$ cat src/rtl/tes_pkg.sv
`timescale 1ns/1ps
package tes_pkg;
    localparam int        CODE_W   = 4;
    localparam logic [3:0] HDR_CODE = 4'b1111;

    typedef enum logic [1:0] {
        TAG_SHORT0 = 2'b00,
        TAG_SHORT1 = 2'b01,
        TAG_LONG   = 2'b10,
        TAG_CONT   = 2'b11
    } tag_e;
endpackage

$ cat src/rtl/tes_tag_scan.sv
`timescale 1ns/1ps
// Scans the tag row in both directions: backward to count trailing
// continuation tags, forward to tell owned continuations from free space.
module tes_tag_scan
    import tes_pkg::*;
#(
    parameter int NUM_EXT = 14,
    parameter int LEN_W   = 4
) (
    input  logic [2*NUM_EXT-1:0]     tags,
    output logic [NUM_EXT-1:0]       cont_mask,
    output logic [NUM_EXT*LEN_W-1:0] tail_run
);
    logic [LEN_W-1:0] run11 [NUM_EXT+1];
    logic             owned [NUM_EXT+1];

    assign run11[NUM_EXT] = '0;
    assign owned[0]       = 1'b0;

    for (genvar i = 0; i < NUM_EXT; i++) begin : g_scan
        logic is_cont;
        logic is_long;
        assign is_cont = (tags[2*i +: 2] == TAG_CONT);
        assign is_long = (tags[2*i +: 2] == TAG_LONG);
        // Backward: number of tag-11 extents from position i onward.
        assign run11[i] = is_cont ? (run11[i+1] + LEN_W'(1)) : '0;
        assign tail_run[i*LEN_W +: LEN_W] = run11[i+1];
        // Forward: a long start opens ownership, 11 keeps it, shorts close it.
        assign owned[i+1]   = is_long | (is_cont & owned[i]);
        assign cont_mask[i] = is_cont & owned[i];
    end
endmodule

$ cat src/rtl/tes_slot.sv
`timescale 1ns/1ps
// Classifies one extent position from its tag and the scan results.
module tes_slot
    import tes_pkg::*;
#(
    parameter int EXT_W    = 16,
    parameter int LEN_W    = 4,
    parameter int MIN_LONG = 2,
    parameter int MAX_LONG = 6
) (
    input  logic [1:0]       tag,
    input  logic [EXT_W-1:0] ext,
    input  logic             cont,
    input  logic [LEN_W-1:0] tail_run,
    output logic             is_short,
    output logic             is_long,
    output logic             is_pimm,
    output logic             is_err,
    output logic [LEN_W-1:0] len,
    output logic [EXT_W:0]   short_val
);
    localparam logic [LEN_W-1:0] MIN_L = LEN_W'(MIN_LONG);
    localparam logic [LEN_W-1:0] MAX_L = LEN_W'(MAX_LONG);

    always_comb begin
        is_short  = 1'b0;
        is_long   = 1'b0;
        is_pimm   = 1'b0;
        is_err    = 1'b0;
        len       = '0;
        short_val = '0;
        case (tag_e'(tag))
            TAG_SHORT0, TAG_SHORT1: begin
                is_short  = 1'b1;
                len       = LEN_W'(1);
                short_val = {tag[0], ext};
            end
            TAG_LONG: begin
                is_long = 1'b1;
                len     = tail_run + LEN_W'(1);
                is_err  = (len < MIN_L) || (len > MAX_L);
            end
            default: begin
                is_pimm = !cont;
            end
        endcase
    end
endmodule

$ cat src/rtl/tes_splitter.sv
`timescale 1ns/1ps
// Splits one tagged code block into per-extent descriptors, registered.
module tes_splitter
    import tes_pkg::*;
#(
    parameter int NUM_EXT  = 14,
    parameter int EXT_W    = 16,
    parameter int MIN_LONG = 2,
    parameter int MAX_LONG = 6,
    localparam int LEN_W   = $clog2(NUM_EXT + 1),
    localparam int HDR_W   = CODE_W + 2*NUM_EXT,
    localparam int SHORT_W = EXT_W + 1
) (
    input  logic                       clk,
    input  logic                       rst_n,
    input  logic                       in_valid,
    output logic                       in_ready,
    input  logic [HDR_W-1:0]           in_hdr,
    input  logic [NUM_EXT*EXT_W-1:0]   in_ext,
    output logic                       out_valid,
    input  logic                       out_ready,
    output logic                       out_hdr_bad,
    output logic [NUM_EXT-1:0]         out_long_start,
    output logic [NUM_EXT-1:0]         out_short_mask,
    output logic [NUM_EXT-1:0]         out_pimm_mask,
    output logic [NUM_EXT-1:0]         out_cont_mask,
    output logic [NUM_EXT-1:0]         out_err_mask,
    output logic [NUM_EXT*LEN_W-1:0]   out_len,
    output logic [NUM_EXT*SHORT_W-1:0] out_short
);
    typedef struct packed {
        logic                       valid;
        logic                       hdr_bad;
        logic [NUM_EXT-1:0]         long_start;
        logic [NUM_EXT-1:0]         short_mask;
        logic [NUM_EXT-1:0]         pimm_mask;
        logic [NUM_EXT-1:0]         cont_mask;
        logic [NUM_EXT-1:0]         err_mask;
        logic [NUM_EXT*LEN_W-1:0]   len;
        logic [NUM_EXT*SHORT_W-1:0] shrt;
    } out_t;

    out_t st_d, st_q;

    logic [NUM_EXT-1:0]         scan_cont;
    logic [NUM_EXT*LEN_W-1:0]   scan_run;
    logic [NUM_EXT-1:0]         s_short, s_long, s_pimm, s_err;
    logic [NUM_EXT*LEN_W-1:0]   s_len;
    logic [NUM_EXT*SHORT_W-1:0] s_shrt;
    logic                       hdr_ok;
    logic                       take;

    tes_tag_scan #(.NUM_EXT(NUM_EXT), .LEN_W(LEN_W)) u_scan (
        .tags      (in_hdr[2*NUM_EXT-1:0]),
        .cont_mask (scan_cont),
        .tail_run  (scan_run)
    );

    for (genvar i = 0; i < NUM_EXT; i++) begin : g_slot
        tes_slot #(
            .EXT_W(EXT_W), .LEN_W(LEN_W),
            .MIN_LONG(MIN_LONG), .MAX_LONG(MAX_LONG)
        ) u_slot (
            .tag       (in_hdr[2*i +: 2]),
            .ext       (in_ext[i*EXT_W +: EXT_W]),
            .cont      (scan_cont[i]),
            .tail_run  (scan_run[i*LEN_W +: LEN_W]),
            .is_short  (s_short[i]),
            .is_long   (s_long[i]),
            .is_pimm   (s_pimm[i]),
            .is_err    (s_err[i]),
            .len       (s_len[i*LEN_W +: LEN_W]),
            .short_val (s_shrt[i*SHORT_W +: SHORT_W])
        );
    end

    assign in_ready = !st_q.valid || out_ready;
    assign take     = in_valid && in_ready;
    assign hdr_ok   = (in_hdr[HDR_W-1 -: CODE_W] == HDR_CODE);

    always_comb begin
        st_d = st_q;
        if (out_ready) begin
            st_d.valid = 1'b0;
        end
        if (take) begin
            st_d.valid      = 1'b1;
            st_d.hdr_bad    = !hdr_ok;
            st_d.long_start = hdr_ok ? s_long    : '0;
            st_d.short_mask = hdr_ok ? s_short   : '0;
            st_d.pimm_mask  = hdr_ok ? s_pimm    : '0;
            st_d.cont_mask  = hdr_ok ? scan_cont : '0;
            st_d.err_mask   = hdr_ok ? s_err     : '0;
            st_d.len        = hdr_ok ? s_len     : '0;
            st_d.shrt       = hdr_ok ? s_shrt    : '0;
        end
    end

    always_ff @(posedge clk) begin
        if (!rst_n) begin
            st_q <= '0;
        end else begin
            st_q <= st_d;
        end
    end

    assign out_valid      = st_q.valid;
    assign out_hdr_bad    = st_q.hdr_bad;
    assign out_long_start = st_q.long_start;
    assign out_short_mask = st_q.short_mask;
    assign out_pimm_mask  = st_q.pimm_mask;
    assign out_cont_mask  = st_q.cont_mask;
    assign out_err_mask   = st_q.err_mask;
    assign out_len        = st_q.len;
    assign out_short      = st_q.shrt;
endmodule

$ cat config.mk
export PLATFORM = sky130hd
export DESIGN_NAME = tes_splitter
export DESIGN_NICKNAME = d
export VERILOG_FILES = /design/src/rtl/tes_pkg.sv /design/src/rtl/tes_tag_scan.sv /design/src/rtl/tes_slot.sv /design/src/rtl/tes_splitter.sv
export SDC_FILE = /design/constraint.sdc
export NUM_CORES = 1
export LEC_CHECK = 0
export BUFFER_PORTS_ARGS = -buffer_cell sky130_fd_sc_hd__buf_2
export CAP_MARGIN = 20
export CORE_AREA = 4 4 245 247
export CTS_BUF_LIST = sky130_fd_sc_hd__clkbuf_2
export CTS_CLUSTER_DIAMETER = 120
export CTS_CLUSTER_SIZE = 12
export DETAILED_ROUTE_END_ITERATION = 7
export DIE_AREA = 0 0 249 251
export MAX_ROUTING_LAYER = met4
export PLACE_DENSITY = 0.56
export SLEW_MARGIN = 20
export SYNTH_ARGS = -nofsm -noshare
export SYNTH_HDL_FRONTEND = slang
export SYNTH_SLANG_ARGS = --single-unit
export TNS_END_PERCENT = 10
$ cat constraint.sdc
create_clock -name clk -period 5.55 [get_ports clk]
set_clock_uncertainty 0.15 [all_clocks]
set_input_delay 0.2775 -clock clk [delete_from_list [all_inputs] [get_ports clk]]
set_output_delay 0.2775 -clock clk [all_outputs]
set_load 0.02 [all_outputs]
==> flow_summary.yaml, run 1 <==
status:
  outcome: "aborted with a tool error"
  lastStage: "clock tree synthesis"
  error: "[ERROR RSZ-0060] Max buffer count reached."
synth:
  yosysSeqAreaShare: 0.5321
  yosys.cell_count.top_type: "nor2_1"
  synth_top_family_by_area: "compound AO/OA/AOI/OAI gates"
  yosysWarnings: 0
  async_reset_ff_frac: 0
  synthAdderAreaFrac: 0.01672
  muxShareOfSynthArea: 0.007339
  yosys_register_bits: 358
  synthTopCellsByArea: "dfxtp_1, a22oi_1, nor2_1"
  syn_inst: 1509
  synth-edff-count: 0
  synth-simple-area-share: 0.1702
  synth_ff_type: "dfxtp_1"
  ys_types: 56
  synth_top_cell_area_share: 0.5321
  yosys.area_share.xor_xnor: 0.01338
  synth_compound_area_frac: 0.2190
  postSynthAreaPerCell_um2: 8.926
  yosysTopAreaCell: "dfxtp_1"
  syn-cell-area_um2: 13470
  netlist_top_cells_count: "nor2_1, dfxtp_1, a22oi_1"
clocking:
  ctsRootBufferMaster: "clkbuf_2"
  postCtsSetupBuffers: 0
  clock_sinks: 358
  cts_inserted_buffers: 35
  cts-htree-levels: 2
  ctsHoldBuffers: 576
  cts_max_path_buffers: 3
  cts_resized: 0
placed_design:
  dp.cells: 2835
  gp_congestion: 0.8718
  dpl_cell_area_um2: 17580
  pre_cts_slack_ns: -0.3605
  hpwlAfterDp_um: 40370
  io_buffer_count: 619
floorplan:
  num_rows: 88
  die_x_um: 249
  initial_core_util: 0.2339
  fp.dieH_um: 251
  io-pin-count: 627
-- stage by stage --
| stage | setup TNS (ns) | utilization |
|---|---|---|
| 2_1_floorplan | 0 | - |
| 3_3_place_gp | -1.888 | 0.3052 |
| 3_5_place_dp | -2.197 | 0.3053 |
-- cells by family after synthesis --
| kind of cell | Yosys count |
|---|---|
| compound gates | 420 |
| xor+xnor | 18 |
| fa+ha+maj | 18 |
| buf+inv | 136 |
| flops | 358 |
| mux | 9 |
| other cells | 1 |
| simple gates | 549 |
==> run 2, diff against run 1 <==
--- a/config.mk
+++ b/config.mk
@@ -8,13 +8,9 @@
 export BUFFER_PORTS_ARGS = -buffer_cell sky130_fd_sc_hd__buf_2
 export CAP_MARGIN = 20
 export CORE_AREA = 4 4 245 247
-export CTS_BUF_LIST = sky130_fd_sc_hd__clkbuf_2
-export CTS_CLUSTER_DIAMETER = 120
-export CTS_CLUSTER_SIZE = 12
 export DETAILED_ROUTE_END_ITERATION = 7
 export DIE_AREA = 0 0 249 251
-export MAX_ROUTING_LAYER = met4
-export PLACE_DENSITY = 0.56
+export PLACE_DENSITY_LB_ADDON = 0.15
 export SLEW_MARGIN = 20
 export SYNTH_ARGS = -nofsm -noshare
 export SYNTH_HDL_FRONTEND = slang
==> constraint.sdc (replaced) <==
create_clock -name clk -period 7.2 [get_ports clk]
set_clock_uncertainty 0.15 [all_clocks]
set_input_delay 0.36 -clock clk [delete_from_list [all_inputs] [get_ports clk]]
set_output_delay 0.36 -clock clk [all_outputs]
set_load 0.02 [all_outputs]
==> run 2 against run 1 <==
Net effect:
- the run now ends clean
- synthesized area unchanged
- synthesized cell count stayed put
==> flow_summary.yaml, run 2 <==
routing:
  via_count: 14435
  drt-pass1-iter-count: 7
  drt_iter0_drc: 794
  viasPerCell: 4.619
  post-route-drc-count: 0
  wl_per_cell_um: 18.51
  drt-total-wl_um: 57840
  final_antenna_net_count: 0
synth:
  synth_top_cell_area_share: 0.5321
  async_reset_ff_frac: 0
  ys_types: 56
  syn-cell-area_um2: 13470
  yosys_register_bits: 358
  synth-edff-count: 0
  postSynthAreaPerCell_um2: 8.926
  synth_ff_type: "dfxtp_1"
  yosysTopAreaCell: "dfxtp_1"
  yosysWarnings: 0
  syn_inst: 1509
  netlist_top_cells_count: "nor2_1, dfxtp_1, a22oi_1"
  yosysSeqAreaShare: 0.5321
  synthTopCellsByArea: "dfxtp_1, a22oi_1, nor2_1"
  yosys.cell_count.top_type: "nor2_1"
floorplan:
  initial_core_util: 0.2339
  num_rows: 88
  die_x_um: 249
  fp.dieH_um: 251
  fp.coreArea_um2: 57590
  die_area_um2: 62500
  io-pin-count: 627
timing:
  tightestPinTransition_ns: 1.076
  finalCritPeriodShare: 0.9338
  rsz0062_at_grt: "false"
  setup_viol: 0
  hold_ws_ns: 0.02130
  fin_setup_tns_ns: 0
  hold_violations: 0
  fin_ws_ns: 0.4763
  fmax_mhz: 148.7
  slew_viol_final: 0
  relSlewSlack: 0.2829
  finalCriticalPeriod_ns: 6.724
worst_setup_path:
  cpPeakStageDelay_ns: 0.55
  slowest_stage: "dlygate4sd3_1"
  endpoint_kind: "flip-flop"
  required_ns: 7.53
  crit_top_cell: "ha_1"
  startpoint_type: "input port"
  cp_max_fo: 9
  arrival_ns: 7.05
  critPathKind: "in2reg"
cells_and_area:
  area_growth_pct: 57.19
  final_common_cell: "buf_2"
  drive_gt1_frac: 0.3121
  nFillCells: 5903
  final_cell_mix: "buf_2, nor2_1, dfxtp_1"
  finalInstanceArea_um2: 21170
  largest_reg_flops: 238
  nNetsFinal: 2604
grt:
  grt.total_usage: 0.1745
  grt_pass1_wl_um: 87590
  grt_pass1_vias: 14554
  gr-total-overflow: 0
  grt_max_degree: 222
  antenna_found_initial: 4
pwr:
  p_sw_mw: 1.088
  max-vdd-ir-drop_v: 0.0001184
  power_leakage_nw: 9.543
  p_clk_frac: 0.476
  p_int_mw: 3.483
  netSwitchingFraction: 0.2380
  p_comb_frac: 0.087
  p_seq_frac: 0.437
  total_power_mw: 4.571
  p_per_area_nw_per_um2: 215.9
status:
  outcome: "finished clean"
clocking:
  cts_inserted_buffers: 43
  ctsRootBufferMaster: "clkbuf_16"
  clock_latency_ns: 0.55
  cts_tree: "yes"
  cts_max_path_buffers: 3
  clk_pin_slew_ns: 0.06
  clock_sinks: 358
  cts-htree-levels: 2
placed_design:
  hpwlAfterDp_um: 40520
  io_buffer_count: 619
  gp_congestion: 0.8203
  pre_cts_slack_ns: 0.4084
  dpl_cell_area_um2: 17260
job:
  maxCapViolations: 0
min_path:
  hold_path.class: "in2reg"
[run 2: cell counts after synthesis]
No cell type changed its count.
[run 2: worst max-delay path: cells and delay by family]
kind / cells / cell delay [ns]
adder cells (fa/ha/maj): 6 / 1.97
AND/OR/NAND/NOR: 8 / 1.64
AO/OA/AOI/OAI: 6 / 1.20
buffers and inverters: 3 / 0.76
multiplexers: 2 / 0.65
XOR/XNOR: 2 / 0.47
[run 2: per-layer routing]
layer / track usage / part of all wire
met1: 0.2041 / 0.40
met3: 0.06042 / 0.079
met5: 0 / 0.00050
met2: 0.2988 / 0.49
met4: 0.06171 / 0.033
[run 2: what timing repair did]
action,4_1_cts,5_1_grt
gates resized for setup,0,1
hold endpoints to repair,242,0
endpoints found under the setup margin,0,5
hold buffers,239,0
buffers inserted,0,4
[run 2: cell type report]
type / instances / area [um^2] / area share
flip-flops and latches: 358 / 7167 / 0.3385
clock inverters: 8 / 73.82 / 0.003487
well taps: 765 / 957.2 / 0.04521
multi-input cells: 1021 / 5802 / 0.2740
inverters: 18 / 75.07 / 0.003546
clock buffers: 69 / 1346 / 0.06359
diodes: 2 / 5.005 / 0.0002364
repair buffers: 884 / 5746 / 0.2714
[run 2: worst paths after layout]
path	startpoint	end	slack [ns]	depth (start not counted)
max	in_hdr[27]	out_err_mask[0]	0.48	27
min	in_hdr[6]	out_short[67]	0.02	3
max reg2reg	out_valid	out_err_mask[8]	3.53	11
min reg2reg	out_long_start[7]	out_long_start[7]	0.30	2
[run 2: cells by family (layout without fill, tap and decap cells)]
| group | count (synthesis) | in the layout | share of synthesized area |
|---|---|---|---|
| AOI/OAI and AO/OA | 420 | 420 | 0.2190 |
| xor gates and xnor gates | 18 | 18 | 0.01338 |
| adders and majority gates | 18 | 18 | 0.01672 |
| buffers and inverters | 136 | 979 | 0.04097 |
| DFF | 358 | 358 | 0.5321 |
| muxes | 9 | 9 | 0.007339 |
| other | 1 | 9 | 0.0002784 |
| and+or+nand+nor | 549 | 549 | 0.1702 |
[run 2: metrics by stage]
step | std cells | util
4_1_cts | 3117 | 0.3660
2_1_floorplan | 1515 | -
3_3_place_gp | 2800 | 0.2994
5_1_grt | 3124 | 0.3676
6_report | 3125 | 0.3677
3_5_place_dp | 2801 | 0.2998
[run 2: power groups by stage]
stage | logic [mW] | clock network [mW] | registers, mW
global route | 0.435 | 2.33 | 2.00
detailed placement | 0.290 | 0 | 2.04
finish | 0.399 | 2.18 | 2.00
CTS | 0.395 | 2.26 | 2.00
floorplan | 0.137 | 0 | 2.05
global placement | 0.288 | 0 | 2.04
Note: power is estimated with default switching activity, not from simulation.
